--- config.mk ---
export PLATFORM = sky130hd
export DESIGN_NAME = dma_irq_router
export DESIGN_NICKNAME = d
export VERILOG_FILES = /design/src/rtl/dirq_pkg.sv /design/src/rtl/dirq_raw_status.sv /design/src/rtl/dirq_line.sv /design/src/rtl/dirq_regbus.sv /design/src/rtl/dma_irq_router.sv
export SDC_FILE = /design/constraint.sdc
export NUM_CORES = 1
export LEC_CHECK = 0
export BUFFER_PORTS_ARGS = -buffer_cell sky130_fd_sc_hd__buf_2
export CAP_MARGIN = 20
export CORE_ASPECT_RATIO = 1.75
export CORE_UTILIZATION = 35
export CTS_CLUSTER_SIZE = 10
export DETAILED_ROUTE_END_ITERATION = 8
export GPL_ROUTABILITY_DRIVEN = 1
export GPL_TIMING_DRIVEN = 0
export PLACE_DENSITY_LB_ADDON = 0.25
export SLEW_MARGIN = 20
export SYNTH_ARGS = -nofsm -noshare
export SYNTH_HDL_FRONTEND = slang
export SYNTH_HIERARCHICAL = 1
export SYNTH_SLANG_ARGS = --single-unit
--- constraint.sdc ---
create_clock -name clk -period 1.8 [get_ports clk]
set_input_delay 0.36 -clock clk [delete_from_list [all_inputs] [get_ports clk]]
set_output_delay 0.36 -clock clk [all_outputs]
set_load 0.02 [all_outputs]
--- src/rtl/dirq_pkg.sv ---
package dirq_pkg;
  localparam int unsigned NUM_LINES     = 2;
  localparam int unsigned REGS_PER_LINE = 3;
  localparam int unsigned RAW_WORD      = 0;
  localparam int unsigned LAST_WORD     = RAW_WORD + NUM_LINES * REGS_PER_LINE;

  typedef enum int unsigned {
    FLD_ENABLE = 0,
    FLD_FORCE  = 1,
    FLD_MASKED = 2
  } line_field_e;

  function automatic int unsigned line_word(int unsigned line, line_field_e fld);
    return RAW_WORD + 1 + line * REGS_PER_LINE + int'(fld);
  endfunction
endpackage

--- src/rtl/dirq_raw_status.sv ---
module dirq_raw_status #(
  parameter int unsigned NUM_CH = 16
) (
  input  logic              clk,
  input  logic              rst,
  input  logic [NUM_CH-1:0] evt,
  input  logic [NUM_CH-1:0] clr,
  output logic [NUM_CH-1:0] raw_q
);
  // Per-bit update: clear first, new event ORed on top so it wins a collision.
  for (genvar n = 0; n < NUM_CH; n++) begin : g_bit
    always_ff @(posedge clk) begin
      if (rst) begin
        raw_q[n] <= 1'b0;
      end else if (evt[n]) begin
        raw_q[n] <= 1'b1;
      end else if (clr[n]) begin
        raw_q[n] <= 1'b0;
      end
    end
  end
endmodule

--- src/rtl/dirq_line.sv ---
module dirq_line #(
  parameter int unsigned NUM_CH = 16
) (
  input  logic              clk,
  input  logic              rst,
  input  logic              en_we,
  input  logic              frc_we,
  input  logic [NUM_CH-1:0] wbits,
  input  logic [NUM_CH-1:0] raw,
  output logic [NUM_CH-1:0] en_q,
  output logic [NUM_CH-1:0] frc_q,
  output logic [NUM_CH-1:0] masked,
  output logic              irq_q
);
  always_ff @(posedge clk) begin
    if (rst) begin
      en_q  <= '0;
      frc_q <= '0;
    end else begin
      if (en_we)  en_q  <= wbits;
      if (frc_we) frc_q <= wbits;
    end
  end

  always_comb masked = (raw & en_q) | frc_q;

  always_ff @(posedge clk) begin
    if (rst) irq_q <= 1'b0;
    else     irq_q <= |masked;
  end
endmodule

--- src/rtl/dirq_regbus.sv ---
module dirq_regbus
  import dirq_pkg::*;
#(
  parameter int unsigned NUM_CH = 16,
  parameter int unsigned ADDR_W = 4
) (
  input  logic                                  clk,
  input  logic                                  rst,
  input  logic                                  wr_en,
  input  logic                                  rd_en,
  input  logic [ADDR_W-1:0]                     addr,
  input  logic [NUM_CH-1:0]                     wdata,
  input  logic [NUM_CH-1:0]                     raw,
  input  logic [NUM_LINES-1:0][NUM_CH-1:0]      en,
  input  logic [NUM_LINES-1:0][NUM_CH-1:0]      frc,
  input  logic [NUM_LINES-1:0][NUM_CH-1:0]      masked,
  output logic [NUM_CH-1:0]                     clr_mask,
  output logic [NUM_LINES-1:0]                  en_we,
  output logic [NUM_LINES-1:0]                  frc_we,
  output logic [NUM_CH-1:0]                     rdata
);
  logic [NUM_CH-1:0] rd_mux;

  always_comb begin
    clr_mask = '0;
    en_we    = '0;
    frc_we   = '0;
    if (wr_en) begin
      if (addr == ADDR_W'(RAW_WORD)) clr_mask = wdata;
      for (int l = 0; l < int'(NUM_LINES); l++) begin
        if (addr == ADDR_W'(line_word(l, FLD_ENABLE))) en_we[l]  = 1'b1;
        if (addr == ADDR_W'(line_word(l, FLD_FORCE)))  frc_we[l] = 1'b1;
        if (addr == ADDR_W'(line_word(l, FLD_MASKED))) clr_mask  = wdata;
      end
    end
  end

  always_comb begin
    rd_mux = '0;
    if (addr == ADDR_W'(RAW_WORD)) rd_mux = raw;
    for (int l = 0; l < int'(NUM_LINES); l++) begin
      if (addr == ADDR_W'(line_word(l, FLD_ENABLE))) rd_mux = en[l];
      if (addr == ADDR_W'(line_word(l, FLD_FORCE)))  rd_mux = frc[l];
      if (addr == ADDR_W'(line_word(l, FLD_MASKED))) rd_mux = masked[l];
    end
  end

  always_ff @(posedge clk) begin
    if (rst)        rdata <= '0;
    else if (rd_en) rdata <= rd_mux;
  end
endmodule

--- src/rtl/dma_irq_router.sv ---
module dma_irq_router
  import dirq_pkg::*;
#(
  parameter int unsigned NUM_CH = 16,
  parameter int unsigned ADDR_W = 4
) (
  input  logic                 clk,
  input  logic                 rst,
  input  logic [NUM_CH-1:0]    ch_done,
  input  logic                 wr_en,
  input  logic                 rd_en,
  input  logic [ADDR_W-1:0]    addr,
  input  logic [NUM_CH-1:0]    wdata,
  output logic [NUM_CH-1:0]    rdata,
  output logic [NUM_LINES-1:0] irq
);
  logic [NUM_CH-1:0]                raw_q;
  logic [NUM_CH-1:0]                clr_mask;
  logic [NUM_LINES-1:0]             en_we;
  logic [NUM_LINES-1:0]             frc_we;
  logic [NUM_LINES-1:0][NUM_CH-1:0] en_q;
  logic [NUM_LINES-1:0][NUM_CH-1:0] frc_q;
  logic [NUM_LINES-1:0][NUM_CH-1:0] masked;

  dirq_raw_status #(.NUM_CH(NUM_CH)) raw_i (
    .clk   (clk),
    .rst   (rst),
    .evt   (ch_done),
    .clr   (clr_mask),
    .raw_q (raw_q)
  );

  for (genvar k = 0; k < NUM_LINES; k++) begin : g_line
    dirq_line #(.NUM_CH(NUM_CH)) line_i (
      .clk    (clk),
      .rst    (rst),
      .en_we  (en_we[k]),
      .frc_we (frc_we[k]),
      .wbits  (wdata),
      .raw    (raw_q),
      .en_q   (en_q[k]),
      .frc_q  (frc_q[k]),
      .masked (masked[k]),
      .irq_q  (irq[k])
    );
  end

  dirq_regbus #(.NUM_CH(NUM_CH), .ADDR_W(ADDR_W)) bus_i (
    .clk      (clk),
    .rst      (rst),
    .wr_en    (wr_en),
    .rd_en    (rd_en),
    .addr     (addr),
    .wdata    (wdata),
    .raw      (raw_q),
    .en       (en_q),
    .frc      (frc_q),
    .masked   (masked),
    .clr_mask (clr_mask),
    .en_we    (en_we),
    .frc_we   (frc_we),
    .rdata    (rdata)
  );
endmodule

==> results of run 1 <==
power breakdown:
group	switching [mW]	internal, mW
Combinational	0.359	0.210
Sequential	0.0566	2.23
Clock	0.839	1.01
flip-flops by register name, summed over array words and instances (netlist names):
signal	count
raw_i/raw_q	16
g_line.line_i/en_q	32
bus_i/rdata	16
g_line.line_i/irq_q	2
g_line.line_i/frc_q	32
per-stage QoR:
stage	std cells	hold slack, ns	worst slack, ns	setup TNS (ns)	area [um2]
after floorplan	569	0.473	0.0971	0	5110
after global placement	804	0.470	-0.739	-20.09	5610
after detailed placement	804	0.467	-0.796	-24.08	5610
after CTS	820	0.240	0.000973	0	5900
after global routing	820	0.249	0.00231	0	5910
final	820	0.246	0.0666	0	5910
final timing paths:
| kind | cells after the start | end | startpoint | slack (ns) |
|---|---|---|---|---|
| hold / removal | 3 | raw_i/raw_q[10]$_SDFFE_PP0P_ | ch_done[10] | 0.25 |
| setup reg to reg | 4 | bus_i/rdata[10]$_SDFFE_PP0P_ | raw_i/raw_q[10]$_SDFFE_PP0P_ | 0.27 |
| hold reg to reg | 2 | bus_i/rdata[4]$_SDFFE_PP0P_ | bus_i/rdata[4]$_SDFFE_PP0P_ | 0.49 |
| setup / recovery | 8 | g_line[0].line_i/frc_q[9]$_SDFFE_PP0P_ | addr[0] | 0.07 |
synthesized netlist by cell type, drive strengths merged (5+ instances only):
cell type	count
a211oi	11
a21o	32
a21oi	28
a222oi	5
a31oi	7
and2	24
buf	28
clkbuf	14
dfxtp	98
inv	17
mux2	5
mux2i	75
nand2	15
nand2b	31
nor2	94
nor2b	17
nor3	15
nor4	9
o21ai	5
o221ai	11
o2bb2ai	5
o311ai	11
o32ai	5
kinds of logic (layout without fill, tap and decap cells):
| logic type | count (synthesis) | in the layout | synth area share, % |
|---|---|---|---|
| muxes | 80 | 80 | 15.8 |
| AOI/OAI and AO/OA | 120 | 120 | 17.6 |
| xor gates and xnor gates | 1 | 1 | 0.171 |
| and+or+nand+nor | 211 | 211 | 21.2 |
| DFF | 98 | 98 | 38.4 |
| buffers and inverters | 59 | 130 | 6.78 |
per-layer routing:
layer / GRT usage [%] / part of all wire [%] / vias to the layer above
met4: 13.4 / 5.1 / 0
met3: 3.14 / 4.2 / 48
met5: 0 / 0 / -
met1: 25.8 / 39 / 2155
met2: 42.2 / 52 / 165
li1: - / - / 2134
cell usage in the layout (no fill, tap or decap), drive strengths merged, types with 11 or more instances in the layout:
cell / n
dfxtp: 98
nor2: 94
buf: 83
mux2i: 75
a21o: 32
nand2b: 31
a21oi: 28
clkbuf: 26
and2: 24
inv: 17
nor2b: 17
nand2: 15
nor3: 15
a211oi: 11
o221ai: 11
o311ai: 11
repair_timing:
item | 4_1_cts | 5_1_grt
gates resized for setup | 3 | 5
setup endpoints to repair | 22 | 19
buffers inserted | 0 | 0
hold buffers | 0 | 0
critical path, delay by kind of cell:
family                 cells  cell delay (ns)
buffers and inverters      4             0.80
AND/OR/NAND/NOR            3             0.57
multiplexers               1             0.22
area by class of cell:
cell class | count | area share, %
clock buffers | 12 | 4.34
multi-input cells | 412 | 47.6
repair buffers | 55 | 4.66
well taps | 180 | 3.81
plain buffers | 42 | 4.85
clock inverters | 4 | 0.445
flip-flops and latches | 98 | 33.2
inverters | 17 | 1.08
==> run metrics, run 1 <==
Seq/Total Area, Yosys=38.4%; clk slew on worst S/H paths=approximately 0.070 ns; RSZ-0062 raised after global routing=no; number of CTS-inserted buffers=9; DP Wirelength=approximately 13 mm; Initial DRT Pass Iterations=6; Power Dens Cells=around 800 mW/mm2; clk_skew=between 0.006 and 0.007 ns; Reg area=just under 0.002 mm2; PortBufs=55; full die area=approximately 0.015 mm2; CP cell instances=buf_2 > buf_6 > or2b_2 > nor3_1 > buf_4 > buf_6 > mux2i_1 > nor2_1; post-layout util=41.3%; vias in the first global route=between 4000 and 5000; kind of critical path=primary input to flip-flop; FF+latch count, synth=~100; area delta synth->final=15.7%; Critical Path Max Stage Delay=0.36 ns; die width=93.3 um; Final Setup Violations=0; Ys Warns=6; number of diodes=0; final hold vios=0; CTS sink count=98; Core Rows=58; fmax=577 MHz; largest net degree at the start of global routing=16; crit start category=primary input; CP required=a little over 2 ns; Via density=approximately 5.5; H-tree Lvls=3; core footprint=between 0.01 and 0.015 mm2; slowest CP cell=or2b_2; CTS root buffer=clkbuf_16; maxcap violations=0; initial core utilization=approximately 36%; Detail Route Antenna Nets=0; grt total ovfl=0; Final min period=1.73 ns; filler cell count in the final layout=between 1000 and 1500; first-pass GRT wire length=26.1 mm; Distinct cells, synth=36; ranking of synthesized cells by area=dfxtp_1, mux2i_1, nor2_1; routed via count=roughly 4500; hold crit path type=primary input to flip-flop; layout net count=roughly 680; Syn Area/Cell=about 9.0 um2; fin crit share=96.3%; Mapped Cells=roughly 570; Slew Viols, Final=0; die height=162 um; Total Power=around 4.7 mW; placer congestion estimate=between 0.8 and 0.9; P_leak=approximately 2.5 nW; Total GRT Usage=roughly a quarter; crit-path most repeated cell=buf_6; number of synthesized flops with an enable pin=0; post-DR wirelength/cell=21.0 um; DRC=0; post-synth top area share=38.4%; DRT Wirelength=roughly 17 mm; VDD IR-drop max=about 300 uV; syn_nets=between 600 and 700; mapped cell area=~0.0051 mm2; Arr. time, crit path=between 1.5 and 2 ns; Clock Tree Buf Depth=2; top-level I/O count=58; CP Max Fanout=10; share of cells above drive strength 1=between 20% and 30%; Post-synth ARST share=0%; CP endpoint kind=flip-flop; Synth area leader=dfxtp_1; area of the multi-input gates=approximately 0.0028 mm2; Worst slew margin=approximately 55%; TritonCTS clock tree=built; status=complete, no violations; initial DRC count=~270; Worst-Skew Late Latency=~0.34 ns; Main synth FF type=dfxtp_1; initial antenna violation count=0; Tightest Pin Transition=0.680 ns
(Power assumes the default switching activity.)
==> inputs of run 2 (changes only) <==
--- a/config.mk
+++ b/config.mk
@@ -5,6 +5,7 @@
 export SDC_FILE = /design/constraint.sdc
 export NUM_CORES = 1
 export LEC_CHECK = 0
+export ABC_AREA = 1
 export BUFFER_PORTS_ARGS = -buffer_cell sky130_fd_sc_hd__buf_2
 export CAP_MARGIN = 20
 export CORE_ASPECT_RATIO = 1.75
==> run 2 against run 1 <==
- the run now ends with DRC left
- global-route usage down 0.87 points
- wire length up 5.9%
- clock power up 3%
- synthesized cell count up 43%
- core utilization down 0.53 points
- critical path type unchanged
- largest power group unchanged
==> run metrics, run 2 <==
Hold Slack=around 0.20 ns; top-level I/O count=58; CTS root buffer=clkbuf_16; largest registers=g_line.line_i/en_q: 32 flops, g_line.line_i/frc_q: 32 flops; commonest cells in the synthesized netlist=nand2_1, inv_1, nor2_1; worst path buffer plus inverter count=4; Placed Instances=approximately 1100; die width=98.0 um; largest net degree at the start of global routing=16; Ys Warns=6; initial antenna violation count=0; Seq/Total Area, Yosys=roughly a third; number of synthesized flops with an enable pin=0; P_leak=2.86 nW; Core Rows=61; Seq pwr share=approximately half; Total GRT Usage=22.6%; Gate power share=roughly 12%; Post-synth ARST share=0%; PortBufs=56; H-tree Lvls=3; grt total ovfl=0; Slew Viols, Final=0; Worst slew margin=between 60% and 70%; Final min period=roughly 1.6 ns; CP required=2.08 ns; initial core utilization=35.7%; Distinct cells, synth=25; Detail Route Antenna Nets=0; VDD IR-drop max=roughly 340 uV; status=finished with violations; Critical Path Max Stage Delay=~0.48 ns; most frequent cell after synthesis=nand2_1; mapped cell area=0.00564 mm2; grt met3 use=under 10%; met1 Use GR=between 20% and 30%; multiplexer share of the synthesized area=0%; maxcap violations=0; CP cell instances=buf_2 > inv_1 > nor2_4 > nand2_2 > nand2_1 > o21ai_2 > buf_4 > nor2_1 > inv_1 > nand2_1 > a21oi_1; post-DR wirelength/cell=17.0 um; layout net count=just over 900; placer congestion estimate=0.904; initial DRC count=a little over 300; number of diodes=0; Sw Pwr=~1.3 mW; Place WS=-0.183 ns; CP Max Fanout=10; first-pass GRT wire length=about 28 mm; GR Util met2=~41%; Synth Area in XOR/XNOR=0%; number of CTS-inserted buffers=9; core footprint=~0.016 mm2; compound-gate portion of the synthesized area=~16%; Non-Filler Instances=1073; kind of critical path=primary input to flip-flop; family with the most delay on the worst path=compound AO/OA/AOI/OAI gates; Via density=5.02; area delta synth->final=14.3%; share of cells above drive strength 1=approximately 24%; clk_skew=around 0.011 ns; Clock Tree Buf Depth=2; post-synthesis simple-gate area fraction=between 30 and 40%; Initial DRT Pass Iterations=7; hold crit path type=primary input to flip-flop; CP endpoint kind=flip-flop; fmax=approximately 600 MHz; die height=170 um; Syn Area/Cell=6.95 um2; # Post-CTS Setup Buffers=0; DP Wirelength=between 10 and 15 mm; Tightest Pin Transition=~0.60 ns; commonest cells after routing, fill and taps aside=nand2_1, inv_1, nor2_1; RSZ-0062 raised after global routing=no; vias in the first global route=~5000; post-layout util=about two fifths; FF+latch count, synth=a little under 100; slowest CP cell=o21ai_2; Internal Power=approximately 3.5 mW; clk slew on worst S/H paths=0.07 ns; final hold vios=0; filler cell count in the final layout=about 1700; crit start category=primary input; post-synth top area share=between 30% and 40%; ranking of synthesized cells by area=dfxtp_1, nand2_1, inv_1; CTS sink count=98; syn_nets=852; fin crit share=around nine tenths; CTS Hold Bufs=0; Final Setup Violations=0; Synth area leader=dfxtp_1; post-CTS sizing=0; GRT busiest layer=met2; DRT Wirelength=~18 mm; largest family of logic cells by synthesized area=simple AND/OR/NAND/NOR gates; Worst-Skew Late Latency=between 0.3 and 0.4 ns; Arr. time, crit path=~1.9 ns; Mapped Cells=~800; failing checks=DRC; full die area=between 0.015 and 0.02 mm2; Main synth FF type=dfxtp_1; clock share of power=39.6%; setup ws final=0.170 ns; sw frac=27.4%; DRC=1; TritonCTS clock tree=built; routed via count=around 5400; most common cell after layout, fill and taps aside=nand2_1; Synth Area in Adders=0%; Power Dens Cells=approximately 740 mW/mm2
[run 2: cell types whose count changed in the layout (fill, tap and decap cells not counted), sizes merged, moves of 16 or more]
cell / change
a21oi: +38
buf: +16
nand4: +16
a21o: -32
mux2i: -75
and2: -24
inv: +106
nand2b: -31
a211oi: +21
nand3: +79
nand2: +220
nor2b: -17
[run 2: cells by family (layout without fill, tap and decap cells)]
family / count (synthesis) / after routing
simple gates: 435 / 435
buf+inv: 169 / 241
flops: 98 / 98
compound gates: 110 / 110
[run 2: power by group through the flow]
stage | Combinational [mW] | Clock (mW) | Sequential, mW
floorplan | 0.355 | 0 | 2.34
global placement | 0.585 | 0 | 2.35
detailed placement | 0.588 | 0 | 2.35
CTS | 0.590 | 1.94 | 2.30
global route | 0.640 | 2.03 | 2.31
finish | 0.588 | 1.90 | 2.31
[run 2: per-layer routing]
layer,part of all wire [%],vias up
met1,35,2459
met3,3.8,71
met5,0,-
met2,53,182
li1,-,2675
met4,7.7,0
[run 2: worst paths after layout]
path	startpoint	end	slack, ns	cells past startpoint
setup / recovery	addr[1]	raw_i/raw_q[14]$_SDFFE_PP0P_	0.17	11
hold reg to reg	bus_i/rdata[15]$_SDFFE_PP0P_	bus_i/rdata[15]$_SDFFE_PP0P_	0.46	2
setup reg to reg	raw_i/raw_q[9]$_SDFFE_PP0P_	bus_i/rdata[9]$_SDFFE_PP0P_	0.40	8
hold / removal	rst	g_line[1].line_i/frc_q[15]$_SDFFE_PP0P_	0.20	2
[run 2: worst reg2reg max path, delay by kind of cell (launching register included)]
| kind | cells | cell delay (ns) |
|---|---|---|
| flip-flops | 1 | 0.39 |
| AO/OA/AOI/OAI | 1 | 0.06 |
| AND/OR/NAND/NOR | 7 | 0.81 |
[run 2: layout make-up]
type	count	area (um2)	area share, %
clock inverters	4	25.0	0.388
flip-flops and latches	98	1960	30.4
plain buffers	46	412	6.38
well taps	189	236	3.67
inverters	123	477	7.39
repair buffers	56	280	4.35
clock buffers	12	267	4.13
multi-input cells	545	2790	43.3
[run 2: through the flow]
stage,instance area [um2],setup TNS (ns),power (mW)
after floorplan,5640,0,2.69
after global placement,6160,-3.46,2.94
after CTS,6450,0,4.84
final,6450,0,4.79
after global routing,6450,0,4.98
after detailed placement,6160,-3.40,2.94
==> inputs of run 3 (changes only) <==
==> constraint.sdc (replaced) <==
create_clock -name clk -period 1.3 [get_ports clk]
set_input_delay 0.26 -clock clk [delete_from_list [all_inputs] [get_ports clk]]
set_output_delay 0.26 -clock clk [all_outputs]
set_load 0.02 [all_outputs]
==> run 3 against run 2 <==
- the run still ends with DRC left
- design area rose by 3.4%
- largest power group unchanged
- worst setup slack got worse by 0.16 ns
- largest cell class unchanged
- die area did not move
- critical endpoint is now bus_i/rdata[1]$_SDFFE_PP0P_
- worst hold slack got worse by 0.10 ns
==> run metrics, run 3 (synthesis results as in run 2) <==
status=finished with violations; failing checks=DRC; VDD IR-drop max=about 540 uV; Seq pwr share=approximately 48%; initial core utilization=between 30% and 40%; DRT Wirelength=roughly 18 mm; first-pass GRT wire length=~27 mm; post-layout util=between 40% and 50%; DRC=2; Top Layer Used=met4; die width=between 90 and 100 um; clock share of power=slightly below 40%; kind of critical path=primary input to flip-flop; Arr. time, crit path=around 1.5 ns; Sw Pwr=about 1.9 mW; PortBufs=56; Worst slew margin=about two thirds; Detail Route Antenna Nets=0; CP Max Fanout=10; vias in the first global route=around 4900; CP required=~1.5 ns; fin crit share=99.5%; Gate power share=around an eighth; clk slew on worst S/H paths=roughly 0.07 ns; maxcap violations=0; Final min period=between 1 and 1.5 ns; setup ws final=0.00654 ns; Power Dens Cells=roughly 1000 mW/mm2; sw frac=around 28%; die height=170 um; CTS sink count=98; metal3 WL=641 um; clk_skew=between 0.008 and 0.009 ns; H-tree Lvls=3; P_leak=just under 3 nW; fmax=just under 800 MHz; Via density=~5.0; final hold vios=0; crit start category=primary input; Slew Viols, Final=0; post-DR wirelength/cell=16.9 um; number of diodes=0; routed length on met2=between 9 and 10 mm; initial antenna violation count=0; Core Rows=61; Tightest Pin Transition=~0.5 ns; CTS root buffer=clkbuf_16; core footprint=0.0158 mm2; Internal Power=approximately 4.8 mW; Worst-Skew Late Latency=0.36 ns; initial DRC count=between 300 and 400; Final Setup Violations=0; most common cell after layout, fill and taps aside=nand2_1; number of CTS-inserted buffers=9; Clock Tree Buf Depth=2; RSZ-0062 raised after global routing=yes; largest registers=g_line.line_i/en_q: 32 flops, g_line.line_i/frc_q: 32 flops; area delta synth->final=18.2%; CP endpoint kind=flip-flop; Hold Slack=around 0.10 ns; TritonCTS clock tree=built; CTS Hold Bufs=0; Initial DRT Pass Iterations=7; Place WS=-0.604 ns; placer congestion estimate=between 0.9 and 1; Total GRT Usage=between 20 and 25%; hold crit path type=primary input to flip-flop; routed via count=between 5000 and 6000; full die area=~0.017 mm2; share of cells above drive strength 1=a little over a quarter; Fin Setup TNS=0 ns; largest net degree at the start of global routing=17; commonest cells after routing, fill and taps aside=nand2_1, inv_1, dfxtp_1; Metal-1 WL=a little under 7 mm; grt total ovfl=0; layout net count=between 900 and 1000; DP Wirelength=between 10 and 15 mm; top-level I/O count=a little under 60
run 3: cell count changes in the layout (fill, tap and decap cells not counted), moves of 3 or more:
cell / change
nor2_1: -13
nor2_2: +13
buf_4: +9
buf_2: -8
buf_6: +4
clkbuf_4: +4
dfxtp_1: -3
dfxtp_2: +3
nand2_2: -3
nand2_4: +3
run 3: final timing paths:
check        depth (start not counted)                    startpoint  slack [ns]                                      to
max                                  9                       addr[3]       0.007             bus_i/rdata[1]$_SDFFE_PP0P_
max reg2reg                          8  raw_i/raw_q[13]$_SDFFE_PP0P_        0.03            bus_i/rdata[13]$_SDFFE_PP0P_
min                                  2                           rst        0.10  g_line[1].line_i/frc_q[1]$_SDFFE_PP0P_
min reg2reg                          2   bus_i/rdata[3]$_SDFFE_PP0P_        0.46             bus_i/rdata[3]$_SDFFE_PP0P_
run 3: what timing repair did:
| item | 4_1_cts | 5_1_grt |
|---|---|---|
| cloned | 0 | 2 |
| endpoints found under the setup margin | 32 | 79 |
| setup buffers | 5 | 7 |
| gates resized for setup | 7 | 31 |
| pin swaps | 2 | 6 |
run 3: cell type report:
| type | instances | area, um2 |
|---|---|---|
| multi-input cells | 546 | 2860 |
| clock buffers | 10 | 239 |
| plain buffers | 45 | 439 |
| flip-flops and latches | 98 | 1970 |
| well taps | 189 | 236 |
| repair buffers | 69 | 405 |
| inverters | 123 | 482 |
| clock inverters | 6 | 42.5 |
| fillers | 1703 | 9130 |
run 3: per-layer routing:
layer,vias up,track usage [%]
met5,-,0
met3,54,2.92
met2,149,41.8
met4,0,15.2
met1,2546,22.6
li1,2712,-
run 3: metrics by stage:
stage,instances,total power [mW],cell area (um2)
after floorplan,812,3.73,5660
after global placement,1057,4.07,6170
after detailed placement,1057,4.07,6170
after CTS,1078,6.65,6520
after global routing,1086,6.88,6670
final,1086,6.62,6670
run 3: critical path, cell delays in order:
cell and delay (ns):
buf_2 0.20, nor2_4 0.10, clkbuf_4 0.21, nand3_1 0.10, nand2_1 0.06, nor2_1 0.22
nand4_1 0.18, nand2_1 0.11, a21oi_1 0.06
run 3: power groups by stage:
stage / clock, mW / sequential, mW / combinational [mW]
2_1_floorplan: 0 / 3.23 / 0.494
3_3_place_gp: 0 / 3.26 / 0.812
3_5_place_dp: 0 / 3.26 / 0.815
4_1_cts: 2.63 / 3.19 / 0.835
5_1_grt: 2.74 / 3.19 / 0.946
6_report: 2.56 / 3.19 / 0.871
